==> src/rtl/tmr_pkg.sv <==
package tmr_pkg;
  localparam int A_CTRL   = 0;
  localparam int A_IEN    = 1;
  localparam int A_DEN    = 2;
  localparam int A_STAT   = 3;
  localparam int A_EVG    = 4;
  localparam int A_CHMODE = 5;
  localparam int A_CNT    = 6;
  localparam int A_PSC    = 7;
  localparam int A_ARR    = 8;
  localparam int A_CCV0   = 9;

  typedef enum logic [1:0] {
    MODE_UP     = 2'd0,
    MODE_DOWN   = 2'd1,
    MODE_CENTER = 2'd2,
    MODE_CENT2  = 2'd3
  } cnt_mode_e;
endpackage

==> src/rtl/tmr_prescaler.sv <==
module tmr_prescaler #(
  parameter int PW = 16
) (
  input  logic          clk,
  input  logic          rst,
  input  logic          run,
  input  logic          clr,
  input  logic          load,
  input  logic [PW-1:0] div_buf,
  output logic          tick
);
  logic [PW-1:0] pcnt_q;
  logic [PW-1:0] div_q;

  assign tick = run && !clr && (pcnt_q == div_q);

  always_ff @(posedge clk) begin
    if (rst) begin
      pcnt_q <= '0;
      div_q  <= '0;
    end else begin
      if (clr)
        pcnt_q <= '0;
      else if (run)
        pcnt_q <= (pcnt_q == div_q) ? '0 : pcnt_q + PW'(1);
      if (load)
        div_q <= div_buf;
    end
  end
endmodule

==> src/rtl/tmr_counter.sv <==
module tmr_counter
  import tmr_pkg::*;
#(
  parameter int CW = 16
) (
  input  logic          clk,
  input  logic          rst,
  input  logic          tick,
  input  logic          force_upd,
  input  logic          wr_cnt,
  input  logic [CW-1:0] wr_val,
  input  logic [CW-1:0] arr_buf,
  input  logic [1:0]    mode,
  output logic [CW-1:0] cnt,
  output logic          wrap,
  output logic          adv
);
  logic [CW-1:0] cnt_q, nxt, arr_act_q;
  logic          dir_dn_q, dn_nxt;

  always_comb begin
    nxt    = cnt_q;
    dn_nxt = dir_dn_q;
    wrap   = 1'b0;
    if (force_upd) begin
      nxt    = (mode == MODE_DOWN) ? arr_buf : '0;
      dn_nxt = 1'b0;
    end else if (wr_cnt) begin
      nxt = wr_val;
    end else if (tick) begin
      if (mode == MODE_UP) begin
        if (cnt_q >= arr_act_q) begin
          nxt  = '0;
          wrap = 1'b1;
        end else nxt = cnt_q + CW'(1);
      end else if (mode == MODE_DOWN) begin
        if (cnt_q == '0) begin
          nxt  = arr_act_q;
          wrap = 1'b1;
        end else nxt = cnt_q - CW'(1);
      end else if (!dir_dn_q) begin
        if (cnt_q >= arr_act_q) begin
          wrap = 1'b1;
          if (arr_act_q != '0) begin
            nxt    = arr_act_q - CW'(1);
            dn_nxt = 1'b1;
          end else nxt = '0;
        end else nxt = cnt_q + CW'(1);
      end else begin
        if (cnt_q == '0) begin
          wrap   = 1'b1;
          nxt    = (arr_act_q != '0) ? CW'(1) : '0;
          dn_nxt = 1'b0;
        end else nxt = cnt_q - CW'(1);
      end
    end
  end

  always_ff @(posedge clk) begin
    if (rst) begin
      cnt_q     <= '0;
      dir_dn_q  <= 1'b0;
      adv       <= 1'b0;
      arr_act_q <= '0;
    end else begin
      cnt_q    <= nxt;
      dir_dn_q <= dn_nxt;
      adv      <= tick && !force_upd && !wr_cnt;
      if (force_upd || wrap)
        arr_act_q <= arr_buf;
    end
  end

  assign cnt = cnt_q;
endmodule

==> src/rtl/tmr_channel.sv <==
module tmr_channel #(
  parameter int CW = 16
) (
  input  logic          clk,
  input  logic          rst,
  input  logic          cap_mode,
  input  logic          force_ev,
  input  logic          adv,
  input  logic [CW-1:0] cnt,
  input  logic          wr_ccv,
  input  logic [CW-1:0] wr_val,
  input  logic          clr_flag,
  input  logic          clr_ovc,
  output logic [CW-1:0] ccv,
  output logic          flag,
  output logic          ovc,
  output logic          evt
);
  logic hit, cap;

  assign hit = adv && !cap_mode && (cnt == ccv);
  assign cap = force_ev && cap_mode;
  assign evt = force_ev || hit;

  always_ff @(posedge clk) begin
    if (rst) begin
      ccv  <= '0;
      flag <= 1'b0;
      ovc  <= 1'b0;
    end else begin
      if (cap)
        ccv <= cnt;
      else if (wr_ccv && !cap_mode)
        ccv <= wr_val;
      if (evt)
        flag <= 1'b1;
      else if (clr_flag)
        flag <= 1'b0;
      if (cap && flag)
        ovc <= 1'b1;
      else if (clr_ovc)
        ovc <= 1'b0;
    end
  end
endmodule

==> src/rtl/tmr_core.sv <==
module tmr_core
  import tmr_pkg::*;
#(
  parameter int CW  = 16,
  parameter int NCH = 4,
  parameter int DW  = 16,
  parameter int AW  = 4
) (
  input  logic          clk,
  input  logic          rst,
  input  logic          wr_en,
  input  logic [AW-1:0] wr_addr,
  input  logic [DW-1:0] wr_data,
  input  logic          rd_en,
  input  logic [AW-1:0] rd_addr,
  output logic [DW-1:0] rd_data,
  output logic          irq,
  output logic [NCH+1:0] dma_req
);
  localparam int TRG_BIT = NCH + 2;
  localparam int OVC_LO  = NCH + 5;
  localparam logic [DW-1:0] SRC_MASK =
    DW'((1 << (NCH + 1)) - 1) | DW'(1 << TRG_BIT);

  logic [2:0]     ctrl_q;
  logic [DW-1:0]  ien_q, den_q;
  logic [NCH-1:0] chmode_q;
  logic [CW-1:0]  psc_buf_q, arr_buf_q;
  logic           upd_f_q, trg_f_q;
  logic [DW-1:0]  stat_vec;

  logic           evg_wr, stat_wr;
  logic           ev_upd, ev_trg;
  logic [NCH-1:0] ev_ch;

  logic           tick, wrap, adv, upd_evt;
  logic [CW-1:0]  cnt;

  logic [CW-1:0]  ccv [NCH];
  logic [NCH-1:0] ch_flag, ch_ovc, ch_evt;

  logic [DW-1:0]  rd_mux;

  assign evg_wr  = wr_en && (wr_addr == AW'(A_EVG));
  assign stat_wr = wr_en && (wr_addr == AW'(A_STAT));
  assign ev_upd  = evg_wr && wr_data[0];
  assign ev_trg  = evg_wr && wr_data[TRG_BIT];
  assign upd_evt = ev_upd || wrap;

  always_ff @(posedge clk) begin
    if (rst) begin
      ctrl_q    <= '0;
      ien_q     <= '0;
      den_q     <= '0;
      chmode_q  <= '0;
      psc_buf_q <= '0;
      arr_buf_q <= '0;
    end else if (wr_en) begin
      if (wr_addr == AW'(A_CTRL))   ctrl_q    <= wr_data[2:0];
      if (wr_addr == AW'(A_IEN))    ien_q     <= wr_data & SRC_MASK;
      if (wr_addr == AW'(A_DEN))    den_q     <= wr_data & SRC_MASK;
      if (wr_addr == AW'(A_CHMODE)) chmode_q  <= wr_data[NCH-1:0];
      if (wr_addr == AW'(A_PSC))    psc_buf_q <= CW'(wr_data);
      if (wr_addr == AW'(A_ARR))    arr_buf_q <= CW'(wr_data);
    end
  end

  tmr_prescaler #(.PW(CW)) i_psc (
    .clk     (clk),
    .rst     (rst),
    .run     (ctrl_q[0]),
    .clr     (ev_upd),
    .load    (upd_evt),
    .div_buf (psc_buf_q),
    .tick    (tick)
  );

  tmr_counter #(.CW(CW)) i_cnt (
    .clk       (clk),
    .rst       (rst),
    .tick      (tick),
    .force_upd (ev_upd),
    .wr_cnt    (wr_en && (wr_addr == AW'(A_CNT))),
    .wr_val    (CW'(wr_data)),
    .arr_buf   (arr_buf_q),
    .mode      (ctrl_q[2:1]),
    .cnt       (cnt),
    .wrap      (wrap),
    .adv       (adv)
  );

  for (genvar g = 0; g < NCH; g++) begin : g_ch
    assign ev_ch[g] = evg_wr && wr_data[g+1];
    tmr_channel #(.CW(CW)) i_ch (
      .clk      (clk),
      .rst      (rst),
      .cap_mode (chmode_q[g]),
      .force_ev (ev_ch[g]),
      .adv      (adv),
      .cnt      (cnt),
      .wr_ccv   (wr_en && (wr_addr == AW'(A_CCV0 + g))),
      .wr_val   (CW'(wr_data)),
      .clr_flag (stat_wr && !wr_data[g+1]),
      .clr_ovc  (stat_wr && !wr_data[OVC_LO+g]),
      .ccv      (ccv[g]),
      .flag     (ch_flag[g]),
      .ovc      (ch_ovc[g]),
      .evt      (ch_evt[g])
    );
  end

  always_ff @(posedge clk) begin
    if (rst) begin
      upd_f_q <= 1'b0;
      trg_f_q <= 1'b0;
    end else begin
      if (upd_evt) upd_f_q <= 1'b1;
      else if (stat_wr && !wr_data[0]) upd_f_q <= 1'b0;
      if (ev_trg) trg_f_q <= 1'b1;
      else if (stat_wr && !wr_data[TRG_BIT]) trg_f_q <= 1'b0;
    end
  end

  always_comb begin
    stat_vec          = '0;
    stat_vec[0]       = upd_f_q;
    stat_vec[TRG_BIT] = trg_f_q;
    for (int i = 0; i < NCH; i++) begin
      stat_vec[i+1]      = ch_flag[i];
      stat_vec[OVC_LO+i] = ch_ovc[i];
    end
  end

  always_ff @(posedge clk) begin
    if (rst) begin
      irq     <= 1'b0;
      dma_req <= '0;
    end else begin
      irq        <= |(stat_vec & ien_q);
      dma_req[0] <= upd_evt && den_q[0];
      for (int i = 0; i < NCH; i++)
        dma_req[i+1] <= ch_evt[i] && den_q[i+1];
      dma_req[NCH+1] <= ev_trg && den_q[TRG_BIT];
    end
  end

  always_comb begin
    rd_mux = '0;
    if (rd_addr == AW'(A_CTRL))   rd_mux = DW'(ctrl_q);
    if (rd_addr == AW'(A_IEN))    rd_mux = ien_q;
    if (rd_addr == AW'(A_DEN))    rd_mux = den_q;
    if (rd_addr == AW'(A_STAT))   rd_mux = stat_vec;
    if (rd_addr == AW'(A_CHMODE)) rd_mux = DW'(chmode_q);
    if (rd_addr == AW'(A_CNT))    rd_mux = DW'(cnt);
    if (rd_addr == AW'(A_PSC))    rd_mux = DW'(psc_buf_q);
    if (rd_addr == AW'(A_ARR))    rd_mux = DW'(arr_buf_q);
    for (int i = 0; i < NCH; i++)
      if (rd_addr == AW'(A_CCV0 + i)) rd_mux = DW'(ccv[i]);
  end

  always_ff @(posedge clk) begin
    if (rst)        rd_data <= '0;
    else if (rd_en) rd_data <= rd_mux;
  end
endmodule

==> config.mk <==
export PLATFORM = sky130hd
export DESIGN_NAME = tmr_core
export DESIGN_NICKNAME = d
export VERILOG_FILES = /design/src/rtl/tmr_pkg.sv /design/src/rtl/tmr_prescaler.sv /design/src/rtl/tmr_counter.sv /design/src/rtl/tmr_channel.sv /design/src/rtl/tmr_core.sv
export SDC_FILE = /design/constraint.sdc
export NUM_CORES = 1
export LEC_CHECK = 0
export BUFFER_PORTS_ARGS = -buffer_cell sky130_fd_sc_hd__buf_2
export CAP_MARGIN = 20
export CORE_ASPECT_RATIO = 0.7
export CORE_MARGIN = 4
export CORE_UTILIZATION = 50
export CTS_CLUSTER_DIAMETER = 150
export DETAILED_ROUTE_END_ITERATION = 8
export GPL_TIMING_DRIVEN = 0
export PLACE_DENSITY = 0.66
export SLEW_MARGIN = 20
export SYNTH_ARGS = -nofsm -noshare
export SYNTH_HDL_FRONTEND = slang
export SYNTH_HIERARCHICAL = 1
export SYNTH_SLANG_ARGS = --single-unit
export TNS_END_PERCENT = 5
==> constraint.sdc <==
create_clock -name clk -period 5.33 [get_ports clk]
set_clock_uncertainty 0.05 [all_clocks]
set_input_delay 1.066 -clock clk [delete_from_list [all_inputs] [get_ports clk]]
set_output_delay 1.066 -clock clk [all_outputs]
set_load 0.03 [all_outputs]
==> results of run 1 <==
[area by class of cell]
type / instances / area, um^2
tap: 357 / 446.7
clock buffer: 29 / 618.1
clock inverter: 7 / 41.29
timing repair buffer: 48 / 242.7
inverter: 32 / 120.1
buffer: 137 / 744.5
sequential: 214 / 4289
fill: 2460 / 11250
multi-input combinational: 1316 / 8302
[state kept, by name, indices dropped and copies added, names as in the netlist]
register         count
trg_f_q              1
g_ch.i_ch/ovc        4
i_cnt/dir_dn_q       1
ctrl_q               3
g_ch.i_ch/ccv       64
den_q                6
psc_buf_q           16
irq                  1
i_cnt/arr_act_q     16
rd_data             16
i_psc/div_q         16
i_psc/pcnt_q        16
i_cnt/cnt           16
arr_buf_q           16
dma_req              6
g_ch.i_ch/flag       4
i_cnt/adv            1
chmode_q             4
upd_f_q              1
ien_q                6
[power breakdown]
part / switching [mW] / leakage (nW) / total [mW] / internal [mW]
logic: 0.387 / 3.68 / 0.558 / 0.171
registers: 0.0701 / 1.73 / 1.69 / 1.62
clock network: 0.692 / 0.327 / 1.51 / 0.814
total: 1.15 / 5.74 / 3.76 / 2.61
[Yosys cell counts (6+ instances only)]
cell type,count,area [um^2]
a21o_1,11,82.58
buf_2,38,190.2
nand4_1,16,100.1
a22o_1,9,78.83
o21bai_1,8,60.06
a221oi_1,12,105.1
o21ai_0,51,255.2
a21oi_1,95,475.5
and4_1,6,52.55
buf_6,9,101.4
xor2_1,76,665.6
nand3_1,96,480.5
nor2_1,194,728.2
inv_1,32,120.1
nor4_1,39,244.0
or3_1,6,37.54
a22oi_1,13,97.59
dfxtp_1,214,4284
a211oi_1,17,127.6
o22ai_1,13,81.33
o221ai_1,6,52.55
nor4_2,6,75.07
o21ai_1,6,30.03
nand3b_1,6,45.04
o211ai_1,7,52.55
a31oi_1,23,143.9
a221o_1,6,60.06
clkbuf_1,64,240.2
mux2i_1,74,740.7
and3_1,7,43.79
nor3_1,28,140.1
xnor2_1,49,429.2
nor2b_1,27,168.9
nand2b_1,26,162.7
ha_1,22,275.3
nand2_1,198,743.2
a311oi_1,61,534.3
buf_4,22,165.2
and2_1,9,56.30
[worst max-delay path by stage]
stage | slack (ns) | endpoint | cells after the start
after CTS | 0.38 | i_psc/div_q[11] | 14
final | 0.20 | i_psc/div_q[8] | 15
after global routing | 0.15 | i_psc/div_q[11] | 15
after global placement | -0.79 | i_psc/div_q[7] | 15
after detailed placement | -0.07 | i_psc/div_q[10] | 15
after floorplan | 1.41 | i_psc/div_q[10] | 14
[metrics by stage]
step           cells  hold WS (ns)  utilization, %  power (mW)  worst slack, ns
4_1_cts         2140        0.3991           56.81       3.720           0.3775
5_1_grt         2140        0.4298           56.82       3.841           0.1452
3_3_place_gp    2103        0.3780           54.18       2.245          -0.7873
6_report        2140        0.3969           56.82       3.757           0.1990
2_1_floorplan   1699        0.3699               -       2.025            1.405
3_5_place_dp    2104        0.3874           54.28       2.247         -0.06914
[cells by family (layout without fill, tap and decap cells)]
family / count (synthesis) / after routing / synth area share (%)
AND/OR/NAND/NOR: 703 / 703 / 25.57
AO/OA/AOI/OAI: 387 / 387 / 19.98
flip-flops: 214 / 214 / 31.88
buffers and inverters: 169 / 253 / 6.435
XOR/XNOR: 125 / 125 / 8.148
multiplexers: 79 / 79 / 5.932
adder cells (fa/ha/maj): 22 / 22 / 2.049
[worst reg2reg max path: cells and delay by family, from the launching register on]
family | cells | cell delay, ns
AO/OA/AOI/OAI | 3 | 0.49
flip-flops | 1 | 0.75
adder cells (fa/ha/maj) | 1 | 0.39
multiplexers | 1 | 0.23
buffers and inverters | 5 | 2.33
AND/OR/NAND/NOR | 5 | 0.76
[per-layer routing]
| layer | track usage [%] | up-vias | share of wire (%) |
|---|---|---|---|
| met1 | 61.54 | 6899 | 43 |
| met2 | 48.58 | 1085 | 36 |
| met3 | 15.03 | 142 | 17 |
| li1 | - | 6291 | - |
| met4 | 10.24 | 2 | 3.3 |
| met5 | 0 | - | 0.021 |
==> flow_summary_export.csv, run 1 <==
group,metric,value,unit
synth,syn_inst,1699,
timing,worst_pin_slew,1.201,ns
final_layout,design_area,14800,um^2
hold_path,hold_depth,2,
placed_design,hpwl,43.80,mm
floorplanning,initial_core_util,51.57,%
timing,slew_headroom,19.79,%
final_layout,final_cell_mix,"dfxtp_1, nand2_1, nor2_1",
drt,routedWlPerCell,28.38,um
job,drv_cap,0,
critical_path,crit_path_start_kind,"register",
critical_path,rrSetupSlack,0.20,ns
outcome,outcome,"finished clean",
hold_path,hold_end,"rd_data[13]",
critical_path,path_common_cell,"clkbuf_1",
timing,fin_setup_tns,0,ns
pwr,p_per_area,253.8,nW/um^2
drt,via_per_inst,6.738,
cts,postCtsSetupRepairBufs,0,
grt,grt_max_degree,18,
drt,vias,14420,
placed_design,placed_cell_area,14140,um^2
timing,setup_viol_count_final,0,
cts,cts.hold.buffers_added,0,
grt,antenna_found_initial,1,
hold_path,min_from,"rd_data[13]",
floorplanning,die_y,145.2,um
final_layout,n_antenna_cell,0,
critical_path,cpMaxStageDelayCell,"dfxtp_2",
final_layout,final_nets,1822,
grt,grt_first_pass_wirelength,88.04,mm
synth,seq_area_frac_synth,31.88,%
critical_path,worstPathArrival,5.48,ns
floorplanning,core-area,26060,um^2
timing,period_share,96.27,%
placed_design,gp_congestion,1.070,
timing,hold_viol_final,0,
grt,grtUsageTotal,39.13,%
final_layout,drive_gt1_share,10.94,%
drt,drc,0,
critical_path,worst-path-buf-inv,5,
synth,synth_nets,1749,
floorplanning,io_pins,51,
drt,drt_iter0_drc,2708,
grt,grt_pass1_vias,12990,
drt,ant_nets,0,
critical_path,cp-end-kind,"register",
cts,cts_root_buf,"clkbuf_16",
synth,synth_ff_type,"dfxtp_1",
critical_path,cp_cell_sequence,"inv_1 > ha_1 > nor3b_1 > o21ai_0 > a22oi_1 > nand2_1 > clkbuf_1 > clkbuf_1 > a21oi_1 > nor2_1 > or2_2 > clkbuf_1 > buf_2 > mux2i_1 > nor2_1",
critical_path,slowest_delay,0.75,ns
cts,insertion_delay,0.54,ns
synth,synthArstFlopShare,0,%
cts,htree_num_levels,1,
synth,postSynthAreaPerCell,7.909,um^2
synth,syn-cell-area,13440,um^2
critical_path,worst-setup-path-type,"register to register",
timing,fmax,0.1949,GHz
critical_path,cp_max_fo,17,
pwr,max-vdd-ir-drop,0.0002122,V
synth,ys_warn_count,6,
cts,cts_tree,"yes",
cts,path_clk_slew,0.06,ns
synth,ys_types,81,
timing,drv_slew,0,
timing,finalCriticalPeriod,5.131,ns
timing,rsz0062_at_grt,"no",
critical_path,worstPathRequired,5.68,ns
synth,synth_edf_count,0,
cts,cts_sinks,214,
critical_path,crit_family,"buffers and inverters",
grt,overflow,0,
critical_path,crit_start,"i_cnt/cnt[0]",
final_layout,area_growth_syn_to_layout,10.18,%
placed_design,io_buffers,47,
pwr,leakage,5.740,nW
cts,cts_buffers,23,
cts,clockBufferDepth,3,
critical_path,r2r-start,"i_cnt/cnt[0]",
critical_path,r2r_cells,15,
final_layout,layout_commonest_cell,"dfxtp_1",
hold_path,hold_path_class,"register to register",
floorplanning,row_count,49,
floorplanning,dieWidth,203.9,um
drt,finalWirelength,60.74,mm
synth,synth-seq-cells,214,
cts,post_cts_resized,1,
drt,dr.pass1.iters,9,
critical_path,r2r-end,"i_psc/div_q[8]",
floorplanning,dieArea,29600,um^2
Note: power is estimated with default switching activity, not from simulation.
==> run 2, diff against run 1 <==
--- a/config.mk
+++ b/config.mk
@@ -5,15 +5,15 @@
 export SDC_FILE = /design/constraint.sdc
 export NUM_CORES = 1
 export LEC_CHECK = 0
+export ABC_CLOCK_PERIOD_IN_PS = 5330
 export BUFFER_PORTS_ARGS = -buffer_cell sky130_fd_sc_hd__buf_2
 export CAP_MARGIN = 20
-export CORE_ASPECT_RATIO = 0.7
 export CORE_MARGIN = 4
-export CORE_UTILIZATION = 50
+export CORE_UTILIZATION = 60
 export CTS_CLUSTER_DIAMETER = 150
 export DETAILED_ROUTE_END_ITERATION = 8
 export GPL_TIMING_DRIVEN = 0
-export PLACE_DENSITY = 0.66
+export PLACE_DENSITY = 0.77
 export SLEW_MARGIN = 20
 export SYNTH_ARGS = -nofsm -noshare
 export SYNTH_HDL_FRONTEND = slang
==> flow_summary_export.csv, run 2 (synthesis results as in run 1) <==
group,metric,value,unit
outcome,outcome,"finished clean",
final_layout,final_nets,1822,
grt,grt_max_degree,18,
job,drv_cap,0,
placed_design,gp_congestion,1.046,
critical_path,r2r-start,"i_cnt/cnt[1]",
drt,routedWlPerCell,27.31,um
final_layout,design_area,14880,um^2
critical_path,cp_cell_sequence,"buf_2 > nand3b_1 > nor3_2 > and2_1 > clkbuf_1 > clkbuf_1 > clkbuf_1 > nor2_1 > nand2_1 > nor2_1 > or2_2 > clkbuf_1 > buf_2 > mux2i_1 > nor2_1",
floorplanning,initial_core_util,61.19,%
grt,overflow,0,
cts,insertion_delay,0.54,ns
critical_path,cp-end-kind,"register",
final_layout,fillerInstances,1895,
critical_path,cpMaxStageDelayCell,"nor3_2",
grt,grt_pass1_vias,13150,
critical_path,worstPathRequired,5.69,ns
placed_design,hpwl,39.87,mm
grt,antenna_found_initial,1,
drt,vias,14400,
floorplanning,row_count,54,
timing,setup_viol_count_final,0,
grt,grtUsageTotal,43.77,%
floorplanning,die_y,157.6,um
pwr,totalPowerFinal,4.035,mW
drt,ant_nets,0,
critical_path,r2r_cells,14,
hold_path,min_from,"rd_data[1]",
timing,worst_pin_slew,1.334,ns
pwr,max-vdd-ir-drop,0.0002830,V
hold_path,hold_path_class,"register to register",
final_layout,layout_commonest_cell,"dfxtp_1",
drt,drt_iter0_drc,2168,
critical_path,r2r-end,"i_psc/div_q[14]",
floorplanning,dieWidth,157.6,um
cts,clockBufferDepth,3,
cts,cts_tree,"yes",
drt,dr.pass1.iters,7,
final_layout,regMostFlops,"g_ch.i_ch/ccv",
pwr,leakage,5.823,nW
cts,htree_num_levels,1,
cts,cts_sinks,214,
timing,slew_headroom,10.34,%
critical_path,path_common_cell,"clkbuf_1",
timing,period_share,98.21,%
critical_path,worst-setup-path-type,"input port to register",
cts,cts_root_buf,"clkbuf_16",
timing,drv_slew,0,
final_layout,final_cell_mix,"dfxtp_1, nand2_1, nor2_1",
drt,via_per_inst,6.956,
timing,rsz0062_at_grt,"no",
critical_path,crit_path_start_kind,"input port",
floorplanning,io_pins,51,
critical_path,slowest_delay,0.76,ns
final_layout,largest_reg_flops,64,
pwr,p_per_area,271.1,nW/um^2
timing,finalCriticalPeriod,5.235,ns
grt,grt_first_pass_wirelength,82.16,mm
drt,finalWirelength,56.53,mm
critical_path,setup.worst_path.end,"i_psc/div_q[14]",
critical_path,worstPathArrival,5.59,ns
placed_design,io_buffers,47,
critical_path,cp_max_fo,10,
final_layout,final_util,67.77,%
floorplanning,core-area,21960,um^2
cts,path_clk_slew,0.06,ns
critical_path,worst-path-buf-inv,6,
final_layout,drive_gt1_share,11.34,%
floorplanning,dieArea,24850,um^2
final_layout,area_growth_syn_to_layout,10.76,%
cts,cts_buffers,24,
timing,hold_viol_final,0,
timing,fmax,0.1910,GHz
critical_path,crit_family,"simple AND/OR/NAND/NOR gates",
critical_path,crit_cells,15,
final_layout,n_antenna_cell,0,
placed_design,placed_cell_area,14030,um^2
critical_path,crit_start,"wr_addr[3]",
critical_path,rrSetupSlack,0.22,ns
drt,drc,0,
## run 2: cell types whose count changed in the layout (fill, tap and decap cells not counted), sizes merged
| cell | previous run | this run |
|---|---|---|
| clkbuf | 93 | 91 |
| bufinv | 0 | 4 |
| clkinv | 5 | 9 |
| buf | 121 | 120 |
| clkinvlp | 1 | 3 |
## run 2: routing by layer
metal / up-vias / wire (um) / track usage [%]
met1: 6734 / 21850 / 58.99
met2: 1127 / 22720 / 62.28
met4: 2 / 3901 / 24.62
li1: 6289 / - / -
met3: 247 / 8043 / 13.15
met5: - / 13 / 0
## run 2: timing repair
item,in CTS,in global routing
hold endpoints to repair,0,0
endpoints found under the setup margin,0,10
resized for setup,0,1
setup buffers,0,0
hold buffers,0,0
## run 2: per-stage QoR
| stage | instances | hold WS (ns) | setup TNS [ns] | setup slack, ns |
|---|---|---|---|---|
| floorplan | 1699 | 0.3699 | 0 | 1.405 |
| global placement | 2026 | 0.3848 | -8.708 | -0.6433 |
| detailed placement | 2026 | 0.3877 | -2.275 | -0.2528 |
| CTS | 2070 | 0.3970 | 0 | 0.1005 |
| global route | 2070 | 0.4225 | 0 | 0.05841 |
| finish | 2070 | 0.3962 | 0 | 0.09529 |
## run 2: how the worst min path moves through the flow
stage                        endpoint  cells after the start
after CTS                  rd_data[1]                      2
after global placement     rd_data[5]                      1
after detailed placement   rd_data[1]                      2
final                      rd_data[1]                      2
after floorplan            dma_req[3]                      2
after global routing      rd_data[15]                      2
## run 2: cell type report
| cell class | count | area [um^2] | share of cell area, % |
|---|---|---|---|
| multi-input cells | 1316 | 8293 | 55.73 |
| flip-flops and latches | 214 | 4285 | 28.80 |
| plain buffers | 137 | 744.5 | 5.003 |
| clock buffers | 27 | 641.9 | 4.313 |
| well taps | 280 | 350.3 | 2.354 |
| repair buffers | 47 | 235.2 | 1.581 |
| clock inverters | 17 | 211.5 | 1.421 |
| inverters | 32 | 120.1 | 0.8071 |
## run 2: where the power goes
group / switching (mW) / total [mW] / leakage (nW) / internal, mW
registers: 0.0627 / 1.69 / 1.73 / 1.62
clock network: 0.738 / 1.80 / 0.417 / 1.07
logic: 0.374 / 0.544 / 3.68 / 0.170
total: 1.17 / 4.04 / 5.82 / 2.86
## run 2: worst min-delay path: stages (launching register included)
cell	delay (ns)
dfxtp_1	0.31
nand2_1	0.05
o21ai_1	0.05
